[config.mk]
export PLATFORM = sky130hd
export DESIGN_NAME = dma_irq_event_gen
export DESIGN_NICKNAME = d
export VERILOG_FILES = /design/src/rtl/dirq_pkg.sv /design/src/rtl/dirq_sync_gate.sv /design/src/rtl/dirq_progress.sv /design/src/rtl/dirq_irq_out.sv /design/src/rtl/dma_irq_event_gen.sv
export SDC_FILE = /design/constraint.sdc
export NUM_CORES = 1
export LEC_CHECK = 0
export ABC_CLOCK_PERIOD_IN_PS = 2940
export BUFFER_PORTS_ARGS = -buffer_cell sky130_fd_sc_hd__clkbuf_2
export CORE_UTILIZATION = 35
export CTS_BUF_LIST = sky130_fd_sc_hd__clkbuf_4 sky130_fd_sc_hd__clkbuf_8
export DETAILED_ROUTE_END_ITERATION = 8
export PLACE_DENSITY = 0.65
export REMOVE_ABC_BUFFERS = 1
export SLEW_MARGIN = 20
export SYNTH_ARGS = -nofsm -noshare
export SYNTH_HDL_FRONTEND = slang
export SYNTH_SLANG_ARGS = --single-unit
[constraint.sdc]
create_clock -name clk -period 2.94 [get_ports clk]
set_input_delay 0.294 -clock clk [delete_from_list [all_inputs] [get_ports clk]]
set_output_delay 0.294 -clock clk [all_outputs]
set_load 0.02 [all_outputs]
[src/rtl/dirq_pkg.sv]
package dirq_pkg;

    localparam int SYNC_W   = 4;
    localparam int N_SERIAL = 12;
    localparam int N_SRC    = 1 << SYNC_W;

    localparam logic [SYNC_W-1:0] SYNC_FREE  = 4'd0;
    localparam logic [SYNC_W-1:0] SYNC_TIMER = 4'd13;
    localparam logic [SYNC_W-1:0] SYNC_EXT   = 4'd14;
    localparam logic [SYNC_W-1:0] SYNC_RSVD  = 4'd15;

    typedef enum logic {
        XM_FRAMED = 1'b0,
        XM_RING   = 1'b1
    } xfer_mode_e;

    typedef enum logic {
        GRAN_COARSE = 1'b0,
        GRAN_FINE   = 1'b1
    } irq_gran_e;

    // Control fields captured at arm time
    typedef struct packed {
        xfer_mode_e              mode;
        logic                    irq_en;
        irq_gran_e               gran;
        logic [SYNC_W-1:0]       sync;
    } chan_ctl_t;

    // Milestones reached by the transfer accepted this cycle
    typedef struct packed {
        logic half;
        logic full;
        logic frame_end;
        logic block_end;
    } prog_evt_t;

    localparam chan_ctl_t CTL_RESET = '{mode: XM_FRAMED, irq_en: 1'b0,
                                       gran: GRAN_COARSE, sync: SYNC_FREE};

    function automatic logic any_evt(prog_evt_t e);
        return e.half | e.full | e.frame_end | e.block_end;
    endfunction

endpackage

[src/rtl/dirq_sync_gate.sv]
module dirq_sync_gate
    import dirq_pkg::*;
(
    input  logic                clk,
    input  logic                rst,
    input  logic                arm,
    input  logic                active,
    input  logic [SYNC_W-1:0]   sync_sel,
    input  logic [N_SERIAL-1:0] serial_evt,
    input  logic                timer_evt,
    input  logic                ext_evt,
    input  logic                xfer_done,
    output logic                go,
    output logic                accept
);

    logic [N_SRC-1:0] src, src_q, rise;
    logic             sel_rise, free_run, grant_q;

    always_comb begin
        src = '0;
        for (int i = 0; i < N_SERIAL; i++) src[i+1] = serial_evt[i];
        src[int'(SYNC_TIMER)] = timer_evt;
        src[int'(SYNC_EXT)]   = ext_evt;
    end

    always_ff @(posedge clk) begin
        if (rst) src_q <= '0;
        else     src_q <= src;
    end

    assign rise     = src & ~src_q;
    assign sel_rise = rise[sync_sel] && (sync_sel != SYNC_RSVD) && (sync_sel != SYNC_FREE);
    assign free_run = (sync_sel == SYNC_FREE);
    assign go       = active & (free_run | grant_q);
    assign accept   = go & xfer_done;

    always_ff @(posedge clk) begin
        if (rst || arm || !active) grant_q <= 1'b0;
        else if (sel_rise)         grant_q <= 1'b1;
        else if (accept)           grant_q <= 1'b0;
    end

    assert_rsvd_blocks_R11: assert property (@(posedge clk) disable iff (rst)
        (active && sync_sel == SYNC_RSVD) |-> !go);

    assert_one_per_edge_R10: assert property (@(posedge clk) disable iff (rst)
        (accept && !free_run && !sel_rise && !arm) |=> !go);

    assert_free_runs_R9: assert property (@(posedge clk) disable iff (rst)
        (active && free_run) |-> go);

endmodule

[src/rtl/dirq_progress.sv]
module dirq_progress
    import dirq_pkg::*;
#(
    parameter int EW = 16,
    parameter int FW = 8
) (
    input  logic          clk,
    input  logic          rst,
    input  logic          arm,
    input  xfer_mode_e    mode_in,
    input  xfer_mode_e    mode_q,
    input  logic [EW-1:0] len_in,
    input  logic [FW-1:0] frames_m1_in,
    input  logic          accept,
    output logic          active,
    output prog_evt_t     evt
);

    logic [EW-1:0] pos_q, len_q, nxt, half_pt;
    logic [FW-1:0] frm_q;
    logic          acc_eff;

    assign acc_eff = accept & ~arm;
    assign nxt     = pos_q + EW'(1);
    assign half_pt = len_q >> 1;

    always_comb begin
        evt = '0;
        if (mode_q == XM_RING) begin
            evt.full = acc_eff && (nxt == len_q);
            evt.half = acc_eff && (half_pt != '0) && (nxt == half_pt);
        end else begin
            evt.frame_end = acc_eff && (pos_q == EW'(1));
            evt.block_end = evt.frame_end && (frm_q == '0);
        end
    end

    always_ff @(posedge clk) begin
        if (rst) begin
            active <= 1'b0;
            pos_q  <= '0;
            len_q  <= '0;
            frm_q  <= '0;
        end else if (arm) begin
            len_q  <= len_in;
            frm_q  <= frames_m1_in;
            active <= (len_in != '0);
            pos_q  <= (mode_in == XM_RING) ? '0 : len_in;
        end else if (acc_eff) begin
            if (mode_q == XM_RING) begin
                pos_q <= evt.full ? '0 : nxt;
            end else if (evt.frame_end) begin
                if (evt.block_end) begin
                    active <= 1'b0;
                    pos_q  <= '0;
                end else begin
                    frm_q <= frm_q - FW'(1);
                    pos_q <= len_q;
                end
            end else begin
                pos_q <= pos_q - EW'(1);
            end
        end
    end

    assert_ring_bound_R5: assert property (@(posedge clk) disable iff (rst)
        (active && mode_q == XM_RING) |-> (pos_q < len_q));

    assert_idle_after_block_R8: assert property (@(posedge clk) disable iff (rst)
        (evt.block_end && !arm) |=> !active);

    assert_frame_reload_R7: assert property (@(posedge clk) disable iff (rst)
        (evt.frame_end && !evt.block_end && !arm) |=> (pos_q == len_q));

    assert_zero_len_idle_R14: assert property (@(posedge clk) disable iff (rst)
        (arm && len_in == '0) |=> !active);

endmodule

[src/rtl/dirq_irq_out.sv]
module dirq_irq_out
    import dirq_pkg::*;
(
    input  logic       clk,
    input  logic       rst,
    input  xfer_mode_e mode,
    input  logic       irq_en,
    input  irq_gran_e  gran,
    input  prog_evt_t  evt,
    output logic       irq
);

    logic fine, fire;

    assign fine = (gran == GRAN_FINE);

    always_comb begin
        if (mode == XM_RING) fire = evt.full      | (fine & evt.half);
        else                 fire = evt.block_end | (fine & evt.frame_end);
    end

    always_ff @(posedge clk) begin
        if (rst) irq <= 1'b0;
        else     irq <= irq_en & fire;
    end

    assert_irq_needs_en_R2: assert property (@(posedge clk) disable iff (rst)
        irq |-> $past(irq_en));

    assert_irq_has_cause_R12: assert property (@(posedge clk) disable iff (rst)
        irq |-> $past(any_evt(evt)));

    assert_coarse_ring_full_R3: assert property (@(posedge clk) disable iff (rst)
        (irq && $past(mode == XM_RING && gran == GRAN_COARSE)) |-> $past(evt.full));

    assert_coarse_framed_block_R6: assert property (@(posedge clk) disable iff (rst)
        (irq && $past(mode == XM_FRAMED && gran == GRAN_COARSE)) |-> $past(evt.block_end));

endmodule

[src/rtl/dma_irq_event_gen.sv]
module dma_irq_event_gen
    import dirq_pkg::*;
#(
    parameter int EW = 16,
    parameter int FW = 8
) (
    input  logic                clk,
    input  logic                rst,
    input  logic                arm,
    input  logic                cfg_ring,
    input  logic                cfg_irq_en,
    input  logic                cfg_fine,
    input  logic [SYNC_W-1:0]   cfg_sync,
    input  logic [EW-1:0]       cfg_len,
    input  logic [FW-1:0]       cfg_frames_m1,
    input  logic [N_SERIAL-1:0] serial_evt,
    input  logic                timer_evt,
    input  logic                ext_evt,
    input  logic                xfer_done,
    output logic                xfer_go,
    output logic                irq
);

    chan_ctl_t ctl_in, ctl_q;
    prog_evt_t evt;
    logic      active, accept;

    assign ctl_in = '{mode:   cfg_ring ? XM_RING : XM_FRAMED,
                      irq_en: cfg_irq_en,
                      gran:   cfg_fine ? GRAN_FINE : GRAN_COARSE,
                      sync:   cfg_sync};

    always_ff @(posedge clk) begin
        if (rst)      ctl_q <= CTL_RESET;
        else if (arm) ctl_q <= ctl_in;
    end

    dirq_sync_gate u_gate (
        .clk        (clk),
        .rst        (rst),
        .arm        (arm),
        .active     (active),
        .sync_sel   (ctl_q.sync),
        .serial_evt (serial_evt),
        .timer_evt  (timer_evt),
        .ext_evt    (ext_evt),
        .xfer_done  (xfer_done),
        .go         (xfer_go),
        .accept     (accept)
    );

    dirq_progress #(.EW(EW), .FW(FW)) u_prog (
        .clk          (clk),
        .rst          (rst),
        .arm          (arm),
        .mode_in      (ctl_in.mode),
        .mode_q       (ctl_q.mode),
        .len_in       (cfg_len),
        .frames_m1_in (cfg_frames_m1),
        .accept       (accept),
        .active       (active),
        .evt          (evt)
    );

    dirq_irq_out u_irq (
        .clk    (clk),
        .rst    (rst),
        .mode   (ctl_q.mode),
        .irq_en (ctl_q.irq_en),
        .gran   (ctl_q.gran),
        .evt    (evt),
        .irq    (irq)
    );

    assert_idle_no_go_R8: assert property (@(posedge clk) disable iff (rst)
        !active |-> !xfer_go);

endmodule

==> reports/qor.txt <==
Outcome - finished, final reports clean
Critical path class - register to register
YS warnings - 0
R2r setup slk - 0.13 ns
Register area share after synthesis - 0.272
Cells after synthesis - 588
Switching Share - 0.354
Leakage - 2.19 nW
Drc violations - 0
Die Y - 118 um
Largest net degree at the start of global routing - 41
Diodes inserted - 0
Critical Path RT - 3.23 ns
Hold Crit Depth - 3
Cell Rows - 42
P&R area growth vs syn - 17.0%
CP peak stage delay - 0.51 ns
Clock transition at path regs - 0.08 ns
Worst hold-check path type - input port to register
CTS tree - yes
Crit path time final - 2.81 ns
1st-iter DRT viols - 318
TritonCTS Buffers - 9
# IOs - 51
Worst setup SP type - register
Max FO, Critical Path - 7
Slew @ Worst Pin - 0.656 ns
Routed WL per cell - 18.5 um
Pwr Total - 0.00240 W
Combinational power share - 0.287
Clock share of power - 0.297
Worst reg2reg endpoint - u_prog.pos_q[12]
DRT Wirelength - 15300 um
Maximum clock rate - 355 MHz
Max rail drop VDD - 0.183 mV
Endpoint class of the critical path - register
Worst min-delay path startpoint - cfg_frames_m1[2]
Share of total power in sequential cells - 0.416
Fillers - 1331
Gp weighted congestion - 0.958
Final hold vios - 0
Commonest non-fill, non-tap cell in the layout - dfxtp_1
First-pass GRT wire length - 24500 um
Pwr dens - 435 nW/um^2
Setup-failing EPs final - 0
HPWL Detailed - 11600 um
Post-synth EDFFs - 0
DIE AREA - 13900 um^2
Worst Hold Endpoint - u_prog.frm_q[2]
Yosys reg bits - 64
RSZ-0062 raised after global routing - no
Min setup slack post-route - 0.125 ns
Worst reg2reg path depth - 10
CP Cell Sequence - ha_1 > nand3_1 > buf_4 > or4_4 > xor2_2 > xor2_1 > and4_4 > or3_1 > buf_12 > o21ai_2
Cell with the largest stage delay on the worst path - or4_4
Core box area - 13200 um^2
Most frequent cells in the layout - dfxtp_1, nor2_1, clkbuf_2, buf_4, a21oi_1
Detailed Routing Iterations Pass 1 - 6
Hold WS - 0.165 ns
Worst Skew - 0.0187 ns
Final Net Count - 698
Share of cells above drive strength 1 - 0.229
DR vias/cell - 5.70
Slew Limit Fails - 0
WP data arrival - 3.11 ns
Sw power - 0.000849 W
Syn avg cell area - 8.02 um^2
Number of global-route vias before repair - 4536
Reg2reg start - u_prog.pos_q[0]
Detailed-route via count - 4712
Clk_lat worst skew - 0.37 ns
Netlist cell types - 72
Initial core utilization - 0.358
Initial antenna violation count - 0
Sink Count - 64
Cell internal pwr - 0.00155 W
H-tree depth - 3
Cts hold-fix bufs - 0
Primary FF master, synth - dfxtp_1
Max Cap Viol - 0
Total GRT Usage - 0.227
Root Driver - clkbuf_8
Relative slew slack - 0.561
Mapped cell area - 4720 um^2
DRT antenna net count - 0
Final period util - 0.957
Maximum clock insertion buffer count - 2
Port Buffer Count - 50
Ys async rst share - 0
GRT overflow - 0
Pre-CTS setup slack - 0.174 ns
Die width - 118 um
metal layers:
layer / part of all wire / vias up / GRT usage
met5: 0 / - / 0
met4: 0.035 / 0 / 0.106
met3: 0.061 / 36 / 0.0465
met2: 0.45 / 203 / 0.352
met1: 0.46 / 2234 / 0.300
li1: - / 2239 / -
stage by stage:
step	utilization	TNS (ns)	instance area, um^2	std cells
2_1_floorplan	-	-0.422	4450	534
3_3_place_gp	0.403	0	5320	810
3_5_place_dp	0.403	0	5320	810
4_1_cts	0.417	0	5500	826
5_1_grt	0.418	0	5520	826
6_report	0.418	0	5520	826
worst max path at each step:
stage | start | to | slack (ns)
2_1_floorplan | u_prog.pos_q[0] | u_prog.pos_q[10] | -0.07
6_report | u_prog.pos_q[0] | u_prog.pos_q[12] | 0.13
3_3_place_gp | u_prog.pos_q[0] | u_prog.pos_q[8] | 0.23
4_1_cts | u_prog.pos_q[0] | u_prog.pos_q[12] | 0.12
3_5_place_dp | u_prog.pos_q[0] | u_prog.pos_q[12] | 0.17
5_1_grt | u_prog.pos_q[0] | u_prog.pos_q[10] | 0.01
worst max-delay path, delay by kind of cell (launching register included):
kind | cells | cell delay, ns
compound gates | 1 | 0.11
xor+xnor | 2 | 0.37
fa+ha+maj | 1 | 0.27
buf+inv | 2 | 0.35
flops | 1 | 0.40
simple gates | 4 | 1.23
cell families (layout without fill, tap and decap cells):
group	Yosys count	in the layout	synth area share
AOI/OAI and AO/OA	138	138	0.203
buffers and inverters	73	135	0.0714
muxes	25	25	0.0531
and+or+nand+nor	229	229	0.285
xor gates and xnor gates	55	55	0.105
DFF	64	64	0.272
adders and majority gates	4	4	0.0106
state kept, by name (all words and copies together), names as in the netlist:
signal,count
u_prog.frm_q,8
u_gate.src_q,14
u_prog.active,1
ctl_q,7
u_prog.len_q,16
u_irq.irq,1
u_prog.pos_q,16
u_gate.grant_q,1
cells in the mapped netlist, drive strengths merged (4+ instances only):
master | n | share of area
a21oi | 37 | 0.039
o211ai | 7 | 0.011
and3 | 5 | 0.0066
a22oi | 9 | 0.014
a31oi | 9 | 0.012
nand3 | 20 | 0.027
nor2b | 17 | 0.023
or4 | 4 | 0.0072
a211oi | 8 | 0.013
nand4 | 10 | 0.016
buf | 22 | 0.031
nor2 | 59 | 0.047
a311oi | 4 | 0.0074
nor3 | 21 | 0.025
xor2 | 26 | 0.048
ha | 4 | 0.011
o21ai | 28 | 0.031
nand2 | 34 | 0.028
clkbuf | 32 | 0.025
dfxtp | 64 | 0.27
mux2i | 25 | 0.053
inv | 19 | 0.015
or3 | 8 | 0.011
nor4 | 23 | 0.049
xnor2 | 28 | 0.052
o22ai | 6 | 0.015
and4 | 4 | 0.0080
nand2b | 9 | 0.012
layout make-up:
class | count | area, um^2 | share of cell area
multi-input combinational | 451 | 3110 | 0.564
timing repair buffer | 100 | 651 | 0.118
clock inverter | 6 | 42.5 | 0.00771
inverter | 19 | 71.3 | 0.0129
sequential | 64 | 1280 | 0.232
clock buffer | 10 | 138 | 0.0249
tap | 176 | 220 | 0.0399
power by group through the flow:
stage,clock network (W),registers [W],logic [W]
5_1_grt,0.000767,0.00101,0.000752
3_5_place_dp,0,0.00101,0.000674
4_1_cts,0.000733,0.000995,0.000678
3_3_place_gp,0,0.00101,0.000667
2_1_floorplan,0,0.00102,0.000400
6_report,0.000713,0.000998,0.000687
what timing repair did:
item                       4_1_cts  5_1_grt
setup endpoints to repair        0        8
buffers inserted                 0        0
resized for setup                0        3
No activity file was read; power rests on OpenSTA's default activity.
